$ cat src/rtl/rps_pkg.sv
package rps_pkg;

  typedef enum logic [1:0] {
    PH_IDLE  = 2'd0,
    PH_ONE   = 2'd1,
    PH_TWO   = 2'd2,
    PH_THREE = 2'd3
  } phase_e;

  // strobes from control to datapath
  typedef struct packed {
    logic   loadCnt;   // reload the phase duration counter
    phase_e loadPh;    // phase whose duration is loaded
    logic   latchSrc;  // capture the winning source
  } seqStrobe_t;

  localparam logic [1:0] MODE_USER  = 2'b00;
  localparam logic [1:0] MODE_SUPER = 2'b01;
  localparam logic [1:0] MODE_TEST  = 2'b10;

endpackage

$ cat src/rtl/rps_dpath.sv
module rps_dpath
  import rps_pkg::*;
#(
  parameter int NUM_SRC = 5,
  parameter int REG_W   = 16,
  parameter int P1_CYC  = 8,
  parameter int P2_CYC  = 16,
  parameter int P3_CYC  = 4
) (
  input  logic               clk,
  input  logic               rstN,
  input  logic [NUM_SRC-1:0] evtReq,
  input  logic               regWrEn,
  input  logic [REG_W-1:0]   regWrData,
  input  logic [1:0]         privMode,
  input  seqStrobe_t         strobe,
  output logic [REG_W-1:0]   regRdData,
  output logic               anyReq,
  output logic               winShort,
  output logic               cntZero,
  output logic [NUM_SRC-1:0] srcLatched
);

  localparam int MAX12 = (P1_CYC > P2_CYC) ? P1_CYC : P2_CYC;
  localparam int MAXC  = (MAX12 > P3_CYC) ? MAX12 : P3_CYC;
  localparam int CNT_W = $clog2(MAXC + 1);
  localparam logic [CNT_W-1:0] DUR1 = CNT_W'(P1_CYC - 1);
  localparam logic [CNT_W-1:0] DUR2 = CNT_W'(P2_CYC - 1);
  localparam logic [CNT_W-1:0] DUR3 = CNT_W'(P3_CYC - 1);

  logic [NUM_SRC-1:0] shortCfg;
  logic [NUM_SRC-1:0] winOneHot;
  logic [CNT_W-1:0]   cnt;
  logic [CNT_W-1:0]   durLoad;
  logic               wrAllowed;

  // register access control
  assign wrAllowed = regWrEn && ((privMode == MODE_SUPER) || (privMode == MODE_TEST));

  always_ff @(posedge clk or negedge rstN) begin
    if (!rstN) shortCfg <= '0;
    else if (wrAllowed) shortCfg <= regWrData[NUM_SRC-1:0];
  end

  generate
    if (REG_W > NUM_SRC) begin : g_pad
      assign regRdData = {{(REG_W - NUM_SRC){1'b0}}, shortCfg};
    end else begin : g_nopad
      assign regRdData = shortCfg;
    end
  endgenerate

  // lowest index wins: isolate lowest set bit
  assign anyReq    = |evtReq;
  assign winOneHot = evtReq & (~evtReq + NUM_SRC'(1));
  assign winShort  = |(winOneHot & shortCfg);

  // phase duration counter
  always_comb begin
    unique case (strobe.loadPh)
      PH_ONE:   durLoad = DUR1;
      PH_TWO:   durLoad = DUR2;
      PH_THREE: durLoad = DUR3;
      default:  durLoad = '0;
    endcase
  end

  always_ff @(posedge clk or negedge rstN) begin
    if (!rstN) cnt <= '0;
    else if (strobe.loadCnt) cnt <= durLoad;
    else if (cnt != '0) cnt <= cnt - CNT_W'(1);
  end

  assign cntZero = (cnt == '0);

  always_ff @(posedge clk or negedge rstN) begin
    if (!rstN) srcLatched <= '0;
    else if (strobe.latchSrc) srcLatched <= winOneHot;
  end

  // writes without privilege leave the register unchanged
  p_user_write_ignored_r5: assert property (@(posedge clk) disable iff (!rstN)
    (regWrEn && (privMode != MODE_SUPER) && (privMode != MODE_TEST)) |=> $stable(regRdData));

  // unused bits never take written ones
  p_upper_bits_zero_r4: assert property (@(posedge clk) disable iff (!rstN)
    (wrAllowed && (|regWrData[REG_W-1:NUM_SRC])) |=> (regRdData[REG_W-1:NUM_SRC] == '0));

  // latched source is one-hot or empty
  p_src_onehot_r10: assert property (@(posedge clk) disable iff (!rstN)
    $onehot0(srcLatched));

  // source record only changes on a request
  p_src_hold_r10: assert property (@(posedge clk) disable iff (!rstN)
    !anyReq |=> $stable(srcLatched));

endmodule

$ cat src/rtl/rps_ctrl.sv
module rps_ctrl
  import rps_pkg::*;
(
  input  logic       clk,
  input  logic       rstN,
  input  logic       anyReq,
  input  logic       winShort,
  input  logic       cntZero,
  output phase_e     phase,
  output seqStrobe_t strobe,
  output logic       funcRst,
  output logic       rstDone
);

  phase_e nextPh;
  logic   doneNext;

  always_comb begin
    nextPh          = phase;
    strobe.loadCnt  = 1'b0;
    strobe.loadPh   = PH_IDLE;
    strobe.latchSrc = 1'b0;
    doneNext        = 1'b0;
    if (anyReq) begin
      // start or restart at the winner's selected entry phase
      nextPh          = winShort ? PH_THREE : PH_ONE;
      strobe.loadCnt  = 1'b1;
      strobe.loadPh   = nextPh;
      strobe.latchSrc = 1'b1;
    end else if (cntZero) begin
      unique case (phase)
        PH_ONE: begin
          nextPh         = PH_TWO;
          strobe.loadCnt = 1'b1;
          strobe.loadPh  = PH_TWO;
        end
        PH_TWO: begin
          nextPh         = PH_THREE;
          strobe.loadCnt = 1'b1;
          strobe.loadPh  = PH_THREE;
        end
        PH_THREE: begin
          nextPh   = PH_IDLE;
          doneNext = 1'b1;
        end
        default: nextPh = PH_IDLE;
      endcase
    end
  end

  always_ff @(posedge clk or negedge rstN) begin
    if (!rstN) begin
      phase   <= PH_IDLE;
      rstDone <= 1'b0;
    end else begin
      phase   <= nextPh;
      rstDone <= doneNext;
    end
  end

  assign funcRst = (phase != PH_IDLE);

  // done only right after the third phase
  p_done_after_p3_r9: assert property (@(posedge clk) disable iff (!rstN)
    rstDone |-> ($past(phase) == PH_THREE));

  // done is a single-cycle pulse
  p_done_single_r9: assert property (@(posedge clk) disable iff (!rstN)
    rstDone |=> !rstDone);

  // second phase is entered only from the first
  p_p2_from_p1_r2: assert property (@(posedge clk) disable iff (!rstN)
    ((phase == PH_TWO) && ($past(phase) != PH_TWO)) |-> ($past(phase) == PH_ONE));

  // leaving idle needs a request
  p_start_needs_req_r8: assert property (@(posedge clk) disable iff (!rstN)
    (($past(phase) == PH_IDLE) && (phase != PH_IDLE)) |-> $past(anyReq));

endmodule

$ cat src/rtl/reset_phase_sequencer.sv
module reset_phase_sequencer
  import rps_pkg::*;
#(
  parameter int NUM_SRC = 5,
  parameter int REG_W   = 16,
  parameter int P1_CYC  = 8,
  parameter int P2_CYC  = 16,
  parameter int P3_CYC  = 4
) (
  input  logic               clk,
  input  logic               rstN,
  input  logic [NUM_SRC-1:0] evtReq,
  input  logic               regWrEn,
  input  logic [REG_W-1:0]   regWrData,
  input  logic [1:0]         privMode,
  output logic [REG_W-1:0]   regRdData,
  output logic [1:0]         phaseCode,
  output logic               funcRst,
  output logic               rstDone,
  output logic [NUM_SRC-1:0] srcLatched
);

  seqStrobe_t strobe;
  phase_e     phase;
  logic       anyReq;
  logic       winShort;
  logic       cntZero;

  rps_ctrl i_ctrl (
    .clk      (clk),
    .rstN     (rstN),
    .anyReq   (anyReq),
    .winShort (winShort),
    .cntZero  (cntZero),
    .phase    (phase),
    .strobe   (strobe),
    .funcRst  (funcRst),
    .rstDone  (rstDone)
  );

  rps_dpath #(
    .NUM_SRC (NUM_SRC),
    .REG_W   (REG_W),
    .P1_CYC  (P1_CYC),
    .P2_CYC  (P2_CYC),
    .P3_CYC  (P3_CYC)
  ) i_dpath (
    .clk        (clk),
    .rstN       (rstN),
    .evtReq     (evtReq),
    .regWrEn    (regWrEn),
    .regWrData  (regWrData),
    .privMode   (privMode),
    .strobe     (strobe),
    .regRdData  (regRdData),
    .anyReq     (anyReq),
    .winShort   (winShort),
    .cntZero    (cntZero),
    .srcLatched (srcLatched)
  );

  assign phaseCode = phase;

endmodule

$ cat config.mk
export PLATFORM = sky130hd
export DESIGN_NAME = reset_phase_sequencer
export DESIGN_NICKNAME = d
export VERILOG_FILES = /design/src/rtl/rps_pkg.sv /design/src/rtl/rps_dpath.sv /design/src/rtl/rps_ctrl.sv /design/src/rtl/reset_phase_sequencer.sv
export SDC_FILE = /design/constraint.sdc
export NUM_CORES = 1
export LEC_CHECK = 0
export ABC_AREA = 1
export CAP_MARGIN = 20
export CORE_ASPECT_RATIO = 1.1
export CORE_MARGIN = 10
export CORE_UTILIZATION = 36
export DETAILED_ROUTE_END_ITERATION = 8
export PLACE_DENSITY_LB_ADDON = 0.25
export SLEW_MARGIN = 20
export SYNTH_ARGS = -nofsm -noshare
export SYNTH_HDL_FRONTEND = slang
export SYNTH_SLANG_ARGS = --single-unit
$ cat constraint.sdc
create_clock -name clk -period 1.4 [get_ports clk]
set_input_delay 0.28 -clock clk [delete_from_list [all_inputs] [get_ports clk]]
set_output_delay 0.28 -clock clk [all_outputs]
set_load 0.1 [all_outputs]
=== Word level (Yosys, flattened, before mapping) ===
Cells that the tools add are included.
Widths: inputs -> output; s select.

* Register bits after elaboration: 18
* Word-level logic and storage cells: 41

* Add/sub/neg operators: 2
* Equality and inequality tests: 8
* Mux-type cells: 14
* Bitwise logic cells: 3
* Reductions and logical operators: 9

{| class="wikitable"
|+ Operators by type and width
! kind !! count
|-
| $pmux 4 s3 || 1
|-
| $and 5x5->5 || 2
|-
| $eq 2x2->1 const B || 5
|-
| $mux 5 || 2
|-
| $reduce_or 5->1 || 2
|-
| $eq 2x1->1 const B || 3
|-
| $mux 2 || 3
|-
| $mux 3 || 2
|-
| $pmux 3 s2 || 1
|-
| $reduce_bool 2->1 || 3
|-
| $add 5x1->5 const B || 1
|-
| $logic_not 5->1 || 1
|-
| $not 5->5 || 1
|-
| $reduce_bool 5->1 || 1
|-
| $sub 5x1->5 const B || 1
|-
| $mux 1 || 4
|-
| $pmux 2 s2 || 1
|-
| $logic_and 1x1->1 || 1
|-
| $logic_or 1x1->1 || 1
|}

=== Depth between registers and ports, before layout ===
* Depth in word-level cells: 10
* Depth in mapped cells: 12

=== Modules after synthesis ===
From an unflattened synthesis, not the netlist that was laid out.

* Cells, all modules: 135
* Area total of the unflattened synthesis: 1087.3 um^2

{| class="wikitable"
|+ By module, submodules not included
! module !! instances !! cells each !! area an instance (um^2) !! seq. area each (um^2)
|-
| rps_dpath || 1 || 109 || 889.6 || 375.4
|-
| rps_ctrl || 1 || 26 || 197.7 || 75.1
|}

=== Least setup slack after synthesis ===
Ideal clock, no wire load.

* Path type: register to register
* From: register i_ctrl.phase[0]
* To: register i_dpath.cnt[2]
* Setup time: 0.121 ns
* Data arrival time: 2.124 ns
* Setup slack: -0.845 ns
* Stages on the path, launching flop included: 11
* Buffers on the path: 0
* Period minus slack after synthesis: 2.245 ns
* Cells stage by stage: dfrtp_1 > inv_1 > ha_1 > nand2_4 > nand2_2 > nand2_1 > inv_1 > ha_1 > inv_1 > nand2_1 > o21ai_1

* Cells in the longest elaborated chain, start to end: 7

{| class="wikitable"
|+ Ends and longest elaborated chain
! what !! line !! text
|-
| start: declaration || rps_ctrl.sv:9 || <nowiki>output phase_e phase,</nowiki>
|-
| start signal: assignment || rps_ctrl.sv:56 || <nowiki>phase <= nextPh;</nowiki>
|-
| $eq 2x2->1 / $eq 2x1->1 (equally long branches) || rps_ctrl.sv:31 || <nowiki>unique case (phase)</nowiki>
|-
| $pmux 3 s2 (*) || rps_ctrl.sv:31 ||
|-
| $mux 3 (*) || rps_ctrl.sv:30 || <nowiki>end else if (cntZero) begin</nowiki>
|-
| $mux 3 (*) || rps_ctrl.sv:24 || <nowiki>if (anyReq) begin</nowiki>
|-
| $eq 2x2->1 / $eq 2x1->1 (equally long branches) || rps_dpath.sv:60 || <nowiki>unique case (strobe.loadPh)</nowiki>
|-
| $pmux 4 s3 || rps_dpath.sv:60 ||
|-
| $mux 5 || rps_dpath.sv:70 || <nowiki>else if (strobe.loadCnt) cnt <= durLoad;</nowiki>
|-
| end signal: assignment || rps_dpath.sv:70 ||
|-
| end signal: assignment || rps_dpath.sv:71 || <nowiki>else if (cnt != '0) cnt <= cnt - CNT_W'(1);</nowiki>
|-
| end: declaration || rps_dpath.sv:33 || <nowiki>logic [CNT_W-1:0] cnt;</nowiki>
|}

Every way passes the cells marked *; elsewhere a longest branch is shown, timed or not.
A chain may end at the register's enable or synchronous reset.

=== Worst setup path in the final report ===
* From: register i_ctrl.phase[1]
* To: output funcRst

* Cells in the longest elaborated chain, start to end: 1

{| class="wikitable"
|+ Ends and longest elaborated chain
! what !! line !! text
|-
| $reduce_bool 2->1 || rps_ctrl.sv:61 || <nowiki>assign funcRst = (phase != PH_IDLE);</nowiki>
|-
| end: declaration || reset_phase_sequencer.sv:18 || <nowiki>output logic funcRst,</nowiki>
|}

No other way between the ends.

==> flow_metrics.py <==
metrics = {
    "run_status": {
        "status": "finished, violations left",
        "failed_checks": "setup timing",
    },
    "clock_network": {
        "clock_latency_ns": 0.29,
        "cts_sinks": 18,
        "cts-buffers-inserted": 3,
        "root_buffer": "clkbuf_4",
        "tritoncts": "yes",
        "clock_path_buffers": 2,
        "htreeDepth": 1,
        "cts.clk_slew.worst_paths_ns": 0.11,
    },
    "cells_and_area": {
        "nets": 215,
        "area_growth_pct": 74.6,
        "drive_gt1_share_pct": 47.3,
        "fillCellCount": 245,
        "seq_area_um2": 464,
        "antenna_cells": 0,
        "multi_input_area_um2": 581,
        "instances_no_fill": 215,
        "postLayoutCoreUtil_pct": 66.4,
    },
    "sta": {
        "worst_slack_ns": -0.125,
        "period_share_pct": 109,
        "hold_slack_ns": 0.313,
        "hold_viol_final": 0,
        "finalMaxSlewViolations": 0,
        "fmax_ghz": 0.656,
        "setup_tns_ns": -0.211,
        "rsz0062_at_grt": "yes",
        "finalCriticalPeriod_ns": 1.52,
        "fin_worst_skew_ns": 0.00150,
        "setup_viol": 3,
    },
    "place": {
        "place.detailed.hpwl_um": 2170,
        "place.gp.congestion": 0.784,
        "post-place-cells": 206,
        "io_buffers": 28,
    },
    "detailed_routing": {
        "drc": 0,
        "dr.pass1.iters": 4,
        "vias": 928,
        "vias_per_cell": 4.32,
        "first_iter_violations": 33,
        "postRouteAntennaNets": 0,
        "drt_wl_total_um": 2600,
        "wl_per_cell_um": 12.1,
    },
    "setup_path": {
        "reg2reg_setup_slack_ns": -0.07,
        "cpPeakStageDelay_ns": 0.50,
        "cp_cell_sequence": "inv_2, ha_4, clkinvlp_4, buf_12",
        "start_kind": "flip-flop",
        "slowest_stage": "dfrtp_4",
        "worstPathArrival_ns": 1.24,
        "crit_path_end_kind": "output pin",
        "cp_max_fo": 3,
        "cp.required_ns": 1.12,
        "crit_type": "reg2out",
    },
    "die": {
        "die_h_um": 77.1,
        "start_util_pct": 38.0,
        "die_x_um": 71.9,
        "core_area_um2": 2800,
        "pin_count": 51,
        "row_count": 20,
        "die-area_um2": 5540,
    },
    "global_route": {
        "grt_pass1_wl_um": 4440,
        "grtUsageTotal_pct": 9.53,
        "grt_max_degree": 19,
        "gr-total-overflow": 0,
        "antenna_found_initial": 0,
        "grt_pass1_vias": 1045,
    },
    "yosys": {
        "synth_cell_type_count": 25,
        "netlist_area_um2": 1070,
        "ys_seq_area_share_pct": 42.3,
        "synth-seq-cells": 18,
        "synthCells": 119,
        "syn_area_per_cell_um2": 8.96,
        "synth_warnings": 0,
    },
    "min_path": {
        "hp-class": "in2async",
    },
    "power_and_ir_drop": {
        "power.leakage_nw": 0.951,
        "power_w": 0.00182,
        "vdd_drop_max_mv": 0.755,
        "power-per-cell-area_nw_per_um2": 979,
    },
    "run": {
        "timing.max_cap.violations": 0,
    },
}
-- through the flow --
step,instance area [um^2],worst slack [ns]
after floorplan,1140,-0.230
after global placement,1730,-0.451
after detailed placement,1730,-0.470
after CTS,1830,-0.146
after global routing,1860,-0.183
final,1860,-0.125
-- state kept, by name (all words and copies together), names as in the netlist --
signal              count
i_dpath.cnt             5
i_dpath.shortCfg        5
i_dpath.srcLatched      5
i_ctrl.phase            2
i_ctrl.rstDone          1
-- cell usage in the layout, fill, tap and decap left out, types with 3 or more instances in the layout --
cell              n
dfrtp_1          11
buf_6             4
ha_4              3
dlymetal6s2s_1    3
nand2_4           5
inv_1             5
conb_1           11
buf_12           14
nand2_1          27
clkdlybuf4s50_1   9
dfrtp_2           5
buf_4            28
clkbuf_4          3
inv_2             7
nor2_1            7
nand3_1           9
-- cell usage after synthesis --
| cell type | n | share of area (%) |
|---|---|---|
| nand2_1 | 30 | 11 |
| dfrtp_1 | 18 | 42 |
| inv_1 | 12 | 4.2 |
| buf_4 | 11 | 7.7 |
| nand3_1 | 9 | 4.2 |
| nor2_1 | 7 | 2.5 |
| ha_1 | 6 | 7.0 |
| inv_2 | 2 | 0.70 |
| nand2_2 | 2 | 1.2 |
| nand2_4 | 2 | 2.1 |
| nor2_2 | 2 | 1.2 |
| nor2_8 | 2 | 3.8 |
| o21ai_1 | 2 | 0.94 |
| o21ai_2 | 2 | 1.6 |
| xor2_1 | 2 | 1.6 |
| a21oi_1 | 1 | 0.47 |
| a21oi_4 | 1 | 1.5 |
| a22o_1 | 1 | 0.82 |
| conb_1 | 1 | 0.35 |
| nand4_1 | 1 | 0.59 |
| nor2_4 | 1 | 1.1 |
| nor3_1 | 1 | 0.47 |
| o211ai_1 | 1 | 0.70 |
| xnor2_1 | 1 | 0.82 |
| xor2_2 | 1 | 1.5 |
-- power breakdown --
group	total, W	internal (W)	switching (W)
sequential	0.000608	0.000571	0.0000373
clock	0.000323	0.000158	0.000165
combinational	0.000893	0.000318	0.000574
-- final cells by class --
class                           count  share of cell area, %
Sequential cell                    18                   24.9
Tap cell                           33                   2.22
Clock buffer                        4                   1.95
Inverter                           14                   3.16
Multi-Input combinational cell     86                   31.2
Timing Repair Buffer               60                   36.6
-- layer usage --
metal | global-route usage, % | up-vias | routed length (um)
met1 | 8.69 | 421 | 929
met3 | 5.02 | 2 | 262
met5 | 0 | - | 0
met4 | 3.29 | 0 | 8
li1 | - | 476 | -
met2 | 17.3 | 29 | 1400
-- final timing paths --
check,cells past startpoint,from,to
worst min register to register,2,i_dpath.shortCfg[3],i_dpath.shortCfg[3]
max in group asynchronous,2,rstN,i_ctrl.phase[0]
worst max register to register,10,i_ctrl.phase[1],i_dpath.cnt[2]
worst max-delay path,4,i_ctrl.phase[1],funcRst
min in group clk,4,evtReq[3],i_dpath.srcLatched[4]
worst min-delay path,2,rstN,i_dpath.cnt[1]
-- kinds of logic after synthesis --
family,count (synthesis),share of synthesized area (%)
AO/OA/AOI/OAI,8,6.10
XOR/XNOR,4,3.99
adder cells (fa/ha/maj),6,7.04
buffers and inverters,25,12.7
flip-flops,18,42.3
other,1,0.352
AND/OR/NAND/NOR,57,27.6
-- what timing repair did --
item,4_1_cts,5_1_grt
setup buffers,5,1
resized for setup,11,10
pin swaps,6,8
hold buffers,0,0
endpoints found under the setup margin,5,8
hold endpoints to repair,0,0
-- worst max-delay path, delay by kind of cell (launching register included) --
family | cells | cell delay, ns
adders and majority gates | 1 | 0.13
DFF | 1 | 0.50
buffers and inverters | 3 | 0.31
Note: power is estimated with default switching activity, not from simulation.
